### config.mk
export PLATFORM = sky130hd
export DESIGN_NAME = tmr_irq_enable
export DESIGN_NICKNAME = d
export VERILOG_FILES = /design/src/rtl/irqen_pkg.sv /design/src/rtl/irqen_ctrl_reg.sv /design/src/rtl/irqen_level_gate.sv /design/src/rtl/tmr_irq_enable.sv
export SDC_FILE = /design/constraint.sdc
export NUM_CORES = 1
export LEC_CHECK = 0
export ABC_AREA = 1
export BUFFER_PORTS_ARGS = -buffer_cell sky130_fd_sc_hd__clkbuf_2
export CAP_MARGIN = 0
export CORE_AREA = 3 3 40 42
export CTS_BUF_LIST = sky130_fd_sc_hd__clkbuf_8
export DETAILED_ROUTE_END_ITERATION = 8
export DIE_AREA = 0 0 43 45
export GPL_TIMING_DRIVEN = 0
export PLACE_DENSITY = 0.67
export SETUP_SLACK_MARGIN = 0.05
export SKIP_CTS_REPAIR_TIMING = 1
export SLEW_MARGIN = 20
export SYNTH_ARGS = -nofsm -noshare
export SYNTH_HDL_FRONTEND = slang
export SYNTH_HIERARCHICAL = 1
export SYNTH_SLANG_ARGS = --single-unit
### constraint.sdc
create_clock -name clk -period 0.8 [get_ports clk]
set_input_delay 0 -clock clk [delete_from_list [all_inputs] [get_ports clk]]
set_output_delay 0 -clock clk [all_outputs]
set_load 0.005 [all_outputs]
### src/rtl/irqen_pkg.sv
package irqen_pkg;

   // Order of the request levels inside the internal level vector.
   localparam int LVL_L14  = 0;
   localparam int LVL_L10  = 1;
   localparam int LVL_L6   = 2;
   localparam int LVL_SOFT = 3;
   localparam int NUM_LVL  = 4;

   // Kind of gating a level uses.
   typedef enum logic {
      GATE_SOFTWARE = 1'b0,
      GATE_TIMER    = 1'b1
   } gate_kind_e;

   function automatic gate_kind_e level_kind(input int lvl);
      return (lvl == LVL_L14 || lvl == LVL_L10) ? GATE_TIMER : GATE_SOFTWARE;
   endfunction

endpackage

### src/rtl/irqen_ctrl_reg.sv
module irqen_ctrl_reg #(
   parameter int REG_W = 8
) (
   input  logic             clk,
   input  logic             rst_n,
   input  logic             wr_en,
   input  logic [REG_W-1:0] wr_data,
   output logic [REG_W-1:0] ctrl_q,
   output logic [REG_W-1:0] ctrl_nxt
);

   // Value the register holds after the coming edge; the level gates use it
   // so lines and byte move together.
   always_comb begin
      ctrl_nxt = wr_en ? wr_data : ctrl_q;
   end

   always_ff @(posedge clk or negedge rst_n) begin
      if (!rst_n) begin
         ctrl_q <= '0;
      end else begin
         ctrl_q <= ctrl_nxt;
      end
   end

endmodule

### src/rtl/irqen_level_gate.sv
module irqen_level_gate #(
   parameter irqen_pkg::gate_kind_e KIND = irqen_pkg::GATE_TIMER,
   parameter int SRC_W = 2
) (
   input  logic             clk,
   input  logic             rst_n,
   input  logic             master_nxt,
   input  logic             enable_nxt,
   input  logic [SRC_W-1:0] src_flags,
   output logic             irq_q
);

   logic arm;

   generate
      if (KIND == irqen_pkg::GATE_TIMER) begin : g_timer
         assign arm = |src_flags;
      end else begin : g_software
         logic unused_src;
         assign unused_src = ^src_flags;
         assign arm = 1'b1;
      end
   endgenerate

   logic irq_d;
   assign irq_d = master_nxt & enable_nxt & arm;

   always_ff @(posedge clk or negedge rst_n) begin
      if (!rst_n) begin
         irq_q <= 1'b0;
      end else begin
         irq_q <= irq_d;
      end
   end

   // A raised line needs the master switch as seen at the previous edge.
   assert_irq_needs_master_R3: assert property (@(posedge clk) disable iff (!rst_n)
      irq_q |-> $past(master_nxt));

   // A raised line needs its own enable bit.
   assert_irq_needs_enable_R10: assert property (@(posedge clk) disable iff (!rst_n)
      irq_q |-> $past(enable_nxt));

   generate
      if (KIND == irqen_pkg::GATE_TIMER) begin : g_timer_chk
         // a timer line needs a flag of its pair.
         assert_timer_needs_flag_R4: assert property (@(posedge clk) disable iff (!rst_n)
            irq_q |-> $past(|src_flags));
      end
   endgenerate

endmodule

### src/rtl/tmr_irq_enable.sv
module tmr_irq_enable #(
   parameter int REG_W       = 8,
   parameter int NUM_TMR     = 4,
   parameter int MASTER_BIT  = 0,
   parameter int EN_BIT_L14  = 7,
   parameter int EN_BIT_L10  = 5,
   parameter int EN_BIT_L6   = 3,
   parameter int EN_BIT_SOFT = 2
) (
   input  logic               clk,
   input  logic               rst_n,
   input  logic               wr_en,
   input  logic [REG_W-1:0]   wr_data,
   input  logic [NUM_TMR-1:0] tmr_flag,
   output logic [REG_W-1:0]   rd_data,
   output logic               irq_l14,
   output logic               irq_l10,
   output logic               irq_l6,
   output logic               irq_soft
);
   import irqen_pkg::*;

   localparam int TMR_PER_LVL = NUM_TMR / 2;
   localparam int LVL_EN [NUM_LVL] = '{EN_BIT_L14, EN_BIT_L10, EN_BIT_L6, EN_BIT_SOFT};

   // Elaboration-time parameter checks.
   generate
      if (NUM_TMR < 2 || (NUM_TMR % 2) != 0) begin : g_bad_tmr
         $error("tmr_irq_enable: NUM_TMR must be even and at least 2");
      end
      if (MASTER_BIT >= REG_W || EN_BIT_L14 >= REG_W || EN_BIT_L10 >= REG_W ||
          EN_BIT_L6 >= REG_W || EN_BIT_SOFT >= REG_W) begin : g_bad_pos
         $error("tmr_irq_enable: enable bit outside the register");
      end
      if (MASTER_BIT == EN_BIT_L14 || MASTER_BIT == EN_BIT_L10 || MASTER_BIT == EN_BIT_L6 ||
          MASTER_BIT == EN_BIT_SOFT || EN_BIT_L14 == EN_BIT_L10 || EN_BIT_L14 == EN_BIT_L6 ||
          EN_BIT_L14 == EN_BIT_SOFT || EN_BIT_L10 == EN_BIT_L6 || EN_BIT_L10 == EN_BIT_SOFT ||
          EN_BIT_L6 == EN_BIT_SOFT) begin : g_bad_dup
         $error("tmr_irq_enable: enable bits must be distinct");
      end
   endgenerate

   logic [REG_W-1:0]   ctrl_q;
   logic [REG_W-1:0]   ctrl_nxt;
   logic [NUM_LVL-1:0] lvl_q;

   irqen_ctrl_reg #(.REG_W(REG_W)) u_ctrl (
      .clk      (clk),
      .rst_n    (rst_n),
      .wr_en    (wr_en),
      .wr_data  (wr_data),
      .ctrl_q   (ctrl_q),
      .ctrl_nxt (ctrl_nxt)
   );

   generate
      for (genvar l = 0; l < NUM_LVL; l++) begin : g_lvl
         logic [TMR_PER_LVL-1:0] src;
         if (l == LVL_L14) begin : g_hi_pair
            assign src = tmr_flag[NUM_TMR-1:TMR_PER_LVL];
         end else if (l == LVL_L10) begin : g_lo_pair
            assign src = tmr_flag[TMR_PER_LVL-1:0];
         end else begin : g_no_pair
            assign src = '0;
         end

         irqen_level_gate #(
            .KIND  (level_kind(l)),
            .SRC_W (TMR_PER_LVL)
         ) u_gate (
            .clk        (clk),
            .rst_n      (rst_n),
            .master_nxt (ctrl_nxt[MASTER_BIT]),
            .enable_nxt (ctrl_nxt[LVL_EN[l]]),
            .src_flags  (src),
            .irq_q      (lvl_q[l])
         );
      end
   endgenerate

   assign rd_data  = ctrl_q;
   assign irq_l14  = lvl_q[LVL_L14];
   assign irq_l10  = lvl_q[LVL_L10];
   assign irq_l6   = lvl_q[LVL_L6];
   assign irq_soft = lvl_q[LVL_SOFT];

   // With the stored master bit clear, the level register must be quiet.
   assert_master_off_quiet_R3: assert property (@(posedge clk) disable iff (!rst_n)
      !ctrl_q[MASTER_BIT] |-> (lvl_q == '0));

   // Software level agrees with the stored byte.
   assert_soft6_tracks_byte_R6: assert property (@(posedge clk) disable iff (!rst_n)
      irq_l6 == (ctrl_q[MASTER_BIT] && ctrl_q[EN_BIT_L6]));

   assert_soft_tracks_byte_R7: assert property (@(posedge clk) disable iff (!rst_n)
      irq_soft == (ctrl_q[MASTER_BIT] && ctrl_q[EN_BIT_SOFT]));

   // No write and steady flags: lines hold.
   assert_quiet_hold_R11: assert property (@(posedge clk) disable iff (!rst_n)
      (!wr_en && $stable(tmr_flag)) |=> $stable(lvl_q));

endmodule

Yosys cells after proc, flatten, opt, wreduce, memory -nomap -nowiden:

Index checks and enable logic that the tools add are counted.

* bits of input ports: 15
* bits in registers: 12
* output and inout port bits: 12
* word-level logic and storage cells: 15

* muxes and demuxes: 1
* reductions and logical operators: 2
* bitwise gates (word level): 6

Operators by type and width (number)
* $mux W8: 1
* $and A1 B1 Y1: 6
* $reduce_or A2 Y1: 2

Depth between registers and ports, before layout:

* word-level depth: 3
* depth in mapped cells: 6
* gate-level depth less buffers: 5

Modules after synthesis:

The synthesis kept the hierarchy.

By module, submodules not included
* irqen_ctrl_reg: seq. area each 200.2 µm², cells an instance 34, area an instance 305.3 µm², times used 1
* irqen_level_gate at g_lvl[0].u_gate ...: seq. area each 25.0 µm², cells an instance 4, area an instance 36.3 µm², times used 2
* irqen_level_gate at g_lvl[2].u_gate ...: seq. area each 25.0 µm², cells an instance 3, area an instance 32.5 µm², times used 2
* tmr_irq_enable: seq. area each 0.0 µm², cells an instance 1, area an instance 3.8 µm², times used 1

Worst setup path before layout:

Ideal clock, no wire load.

* kind: reg-to-reg
* start: register u_ctrl.ctrl_q[0]
* end: register g_lvl[0].u_gate.irq_q
* arrival: 0.625 ns
* path buffers: 0
* setup time: 0.115 ns
* required time: 0.685 ns
* path slack: 0.059 ns
* cell stages (with the launch flop): 5
* cells stage by stage: dfrtp_1 -> nand2_1 -> nand2_1 -> nand2_1 -> nor2_1

* cells in the longest elaborated chain, start to end: 3

RTL lines
* start: declaration: RTL line irqen_ctrl_reg.sv:8 `output logic [REG_W-1:0] ctrl_q,`
* start signal: assignment: RTL line irqen_ctrl_reg.sv:22 `ctrl_q <= ctrl_nxt;`
* $mux W8: RTL line irqen_ctrl_reg.sv:15 `ctrl_nxt = wr_en ? wr_data : ctrl_q;`
* named net ctrl_nxt[0]: RTL line tmr_irq_enable.sv:44 `logic [REG_W-1:0] ctrl_nxt;`
* $and A1 B1 Y1 (2 in a row): RTL line irqen_level_gate.sv:26 `assign irq_d = master_nxt & enable_nxt & arm;`
* named net g_lvl[0].u_gate.irq_d: RTL line irqen_level_gate.sv:25 `logic irq_d;`
* end signal: assignment: RTL line irqen_level_gate.sv:32 `irq_q <= irq_d;`
* end: declaration: RTL line irqen_level_gate.sv:10 `output logic irq_q`

The timed path passes the listed nets, and every way through them passes these cells.
A chain may end at the register's enable or synchronous reset.

Worst setup path in the final report:

* start: register u_ctrl.ctrl_q[0]
* end: register u_ctrl.ctrl_q[0]

* cells in the longest elaborated chain, start to end: 1

RTL lines (RTL line)
* $mux W8: irqen_ctrl_reg.sv:15
* named net ctrl_nxt[0]: tmr_irq_enable.sv:44

The timed path passes the listed nets, and every way through them passes these cells.

==> results.sh <==
export IMPL_clock_latency_ps=230
export IMPL_gr_usage_met3=0.0518
export IMPL_max_freq_mhz=1270
export IMPL_ff_latch_area_um2=300
export IMPL_rows=13
export IMPL_finalWirelength_um=995
export IMPL_violations="negative hold slack"
export IMPL_grt_pass1_vias=361
export IMPL_crit_type="reg -> reg"
export IMPL_postRouteAntennaNets=0
export IMPL_netlist_area_um2=443
export IMPL_hold_ws_ps=-11.3
export IMPL_drc=0
export IMPL_core_area_um2=1280
export IMPL_gr_usage_met1=0.124
export IMPL_postLayoutCoreUtil=0.530
export IMPL_clk_transition_reported_paths_ps=50
export IMPL_tightest_slew_ps=293
export IMPL_status="complete, but fails checks"
export IMPL_cp_start_kind="register"
export IMPL_holdCritStartpoint="wr_data[3]"
export IMPL_hold_path_end="u_ctrl/ctrl_q[3]$_DFF_PN0_"
export IMPL_yosysWarnings=6
export IMPL_tritoncts="done"
export IMPL_clockBufferDepth=2
export IMPL_syn_avg_cell_area_um2=9.23
export IMPL_end_kind="register"
export IMPL_max_slew_margin=0.804
export IMPL_grt_overflow=0
export IMPL_grt_max_degree=13
export IMPL_via_count=397
export IMPL_synth_net_count=63
export IMPL_r2r_end="u_ctrl/ctrl_q[0]$_DFF_PN0_"
export IMPL_grt_busiest_layer="met2"
export IMPL_gp_congestion=0.559
export IMPL_insertedDiodeCount=0
export IMPL_drive_gt1_frac=0.407
export IMPL_portBuffers=25
export IMPL_final_cell_mix="nand2_1 (27), clkbuf_2 (23), dfrtp_1 (12)"
export IMPL_wl_per_cell_um=10.4
export IMPL_setup_viol=0
export IMPL_drv_slew=0
export IMPL_grt_total_usage=0.122
export IMPL_regToRegSetupSlack_ps=10
export IMPL_drtPass1Iterations=3
export IMPL_setup_ws_ps=11.2
export IMPL_min_path_cells=3
export IMPL_start_util=0.345
export IMPL_dieArea_um2=1940
export IMPL_powerDensity_nw_per_um2=2050
export IMPL_power_leakage_nw=0.413
export IMPL_clockRootBuffer="clkbuf_8"
export IMPL_rsz0062_at_grt="true"
export IMPL_routed_via_density=4.14
export IMPL_cts_sinks=12
export IMPL_r2r_cells=3
export IMPL_use_met2=0.201
export IMPL_drt_initial_drc_count=4
export IMPL_htree_num_levels=1
export IMPL_die_h_um=45
export IMPL_cts_buffers=3
export IMPL_cp_data_arrival_time_ps=920
export IMPL_maxCapViolations=0
export IMPL_fin_nets=98
export IMPL_antenna_found_initial=0
export IMPL_ir_drop_uv=1230
export IMPL_critPathMaxFanout=5
export IMPL_r2r_start="u_ctrl/ctrl_q[0]$_DFF_PN0_"
export IMPL_finalHoldViolations=4
export IMPL_min_period_over_period=0.986
export IMPL_multi_input_area_um2=125
export IMPL_power_mw=1.40
export IMPL_fin_crit_ps=789
export IMPL_area_delta_synth_final_pct=53.7
export IMPL_cp_startpoint="u_ctrl/ctrl_q[0]$_DFF_PN0_"
export IMPL_hp_class="in -> reg"
export IMPL_pre_cts_ws_ps=-8.97
export IMPL_grt_pass1_wl_mm=1.62
export IMPL_final_common_cell="nand2_1"
export IMPL_fill_cells=133
export IMPL_netlist_instances=48
export IMPL_fin_skew_ps=1.21
export IMPL_crit_required_ps=930
export IMPL_io_pins=27
export IMPL_fp_dieW_um=43
export IMPL_dp_final_hpwl_um=754
-- state kept, by name (all words and copies together) (netlist names) --
register,flops
u_ctrl/ctrl_q,8
g_lvl.u_gate/irq_q,4
-- critical path, stage by stage, from the launching register on --
cell and delay, ps:
dfrtp_1 370, nand2_1 80, nand2_2 90, buf_4 140
-- power breakdown --
part / internal, mW / total [mW] / switching [mW] / leakage, nW
logic: 0.100 / 0.197 / 0.0962 / 0.240
registers: 0.658 / 0.679 / 0.0215 / 0.151
clock network: 0.329 / 0.523 / 0.193 / 0.0216
total: 1.09 / 1.40 / 0.311 / 0.413
-- routing by layer --
layer,wire (um),vias up
met5,0,-
met4,25,0
met3,67,4
met2,511,13
met1,390,174
li1,-,206
-- worst max path at each step --
stage,to,slack [ps],cells past startpoint
2_1_floorplan,g_lvl[0].u_gate/irq_q$_DFF_PN0_,60,4
3_3_place_gp,g_lvl[0].u_gate/irq_q$_DFF_PN0_,8,4
3_5_place_dp,g_lvl[1].u_gate/irq_q$_DFF_PN0_,-9,4
4_1_cts,g_lvl[1].u_gate/irq_q$_DFF_PN0_,-20,4
5_1_grt,g_lvl[1].u_gate/irq_q$_DFF_PN0_,-40,4
6_report,u_ctrl/ctrl_q[0]$_DFF_PN0_,10,3
-- cell type report --
cell class | instances | area share
sequential | 12 | 0.441
timing repair buffer | 30 | 0.254
multi-input combinational | 32 | 0.184
clock buffer | 3 | 0.0607
tap | 15 | 0.0276
buffer | 1 | 0.0165
inverter | 3 | 0.0165
-- through the flow --
stage | cell area (um2) | std cells | setup TNS (ps)
3_3_place_gp | 587 | 88 | 0
3_5_place_dp | 587 | 88 | -16.8
2_1_floorplan | 443 | 48 | 0
4_1_cts | 628 | 91 | -46.2
6_report | 681 | 96 | 0
5_1_grt | 681 | 96 | -135
No activity file was read; power rests on OpenSTA's default activity.
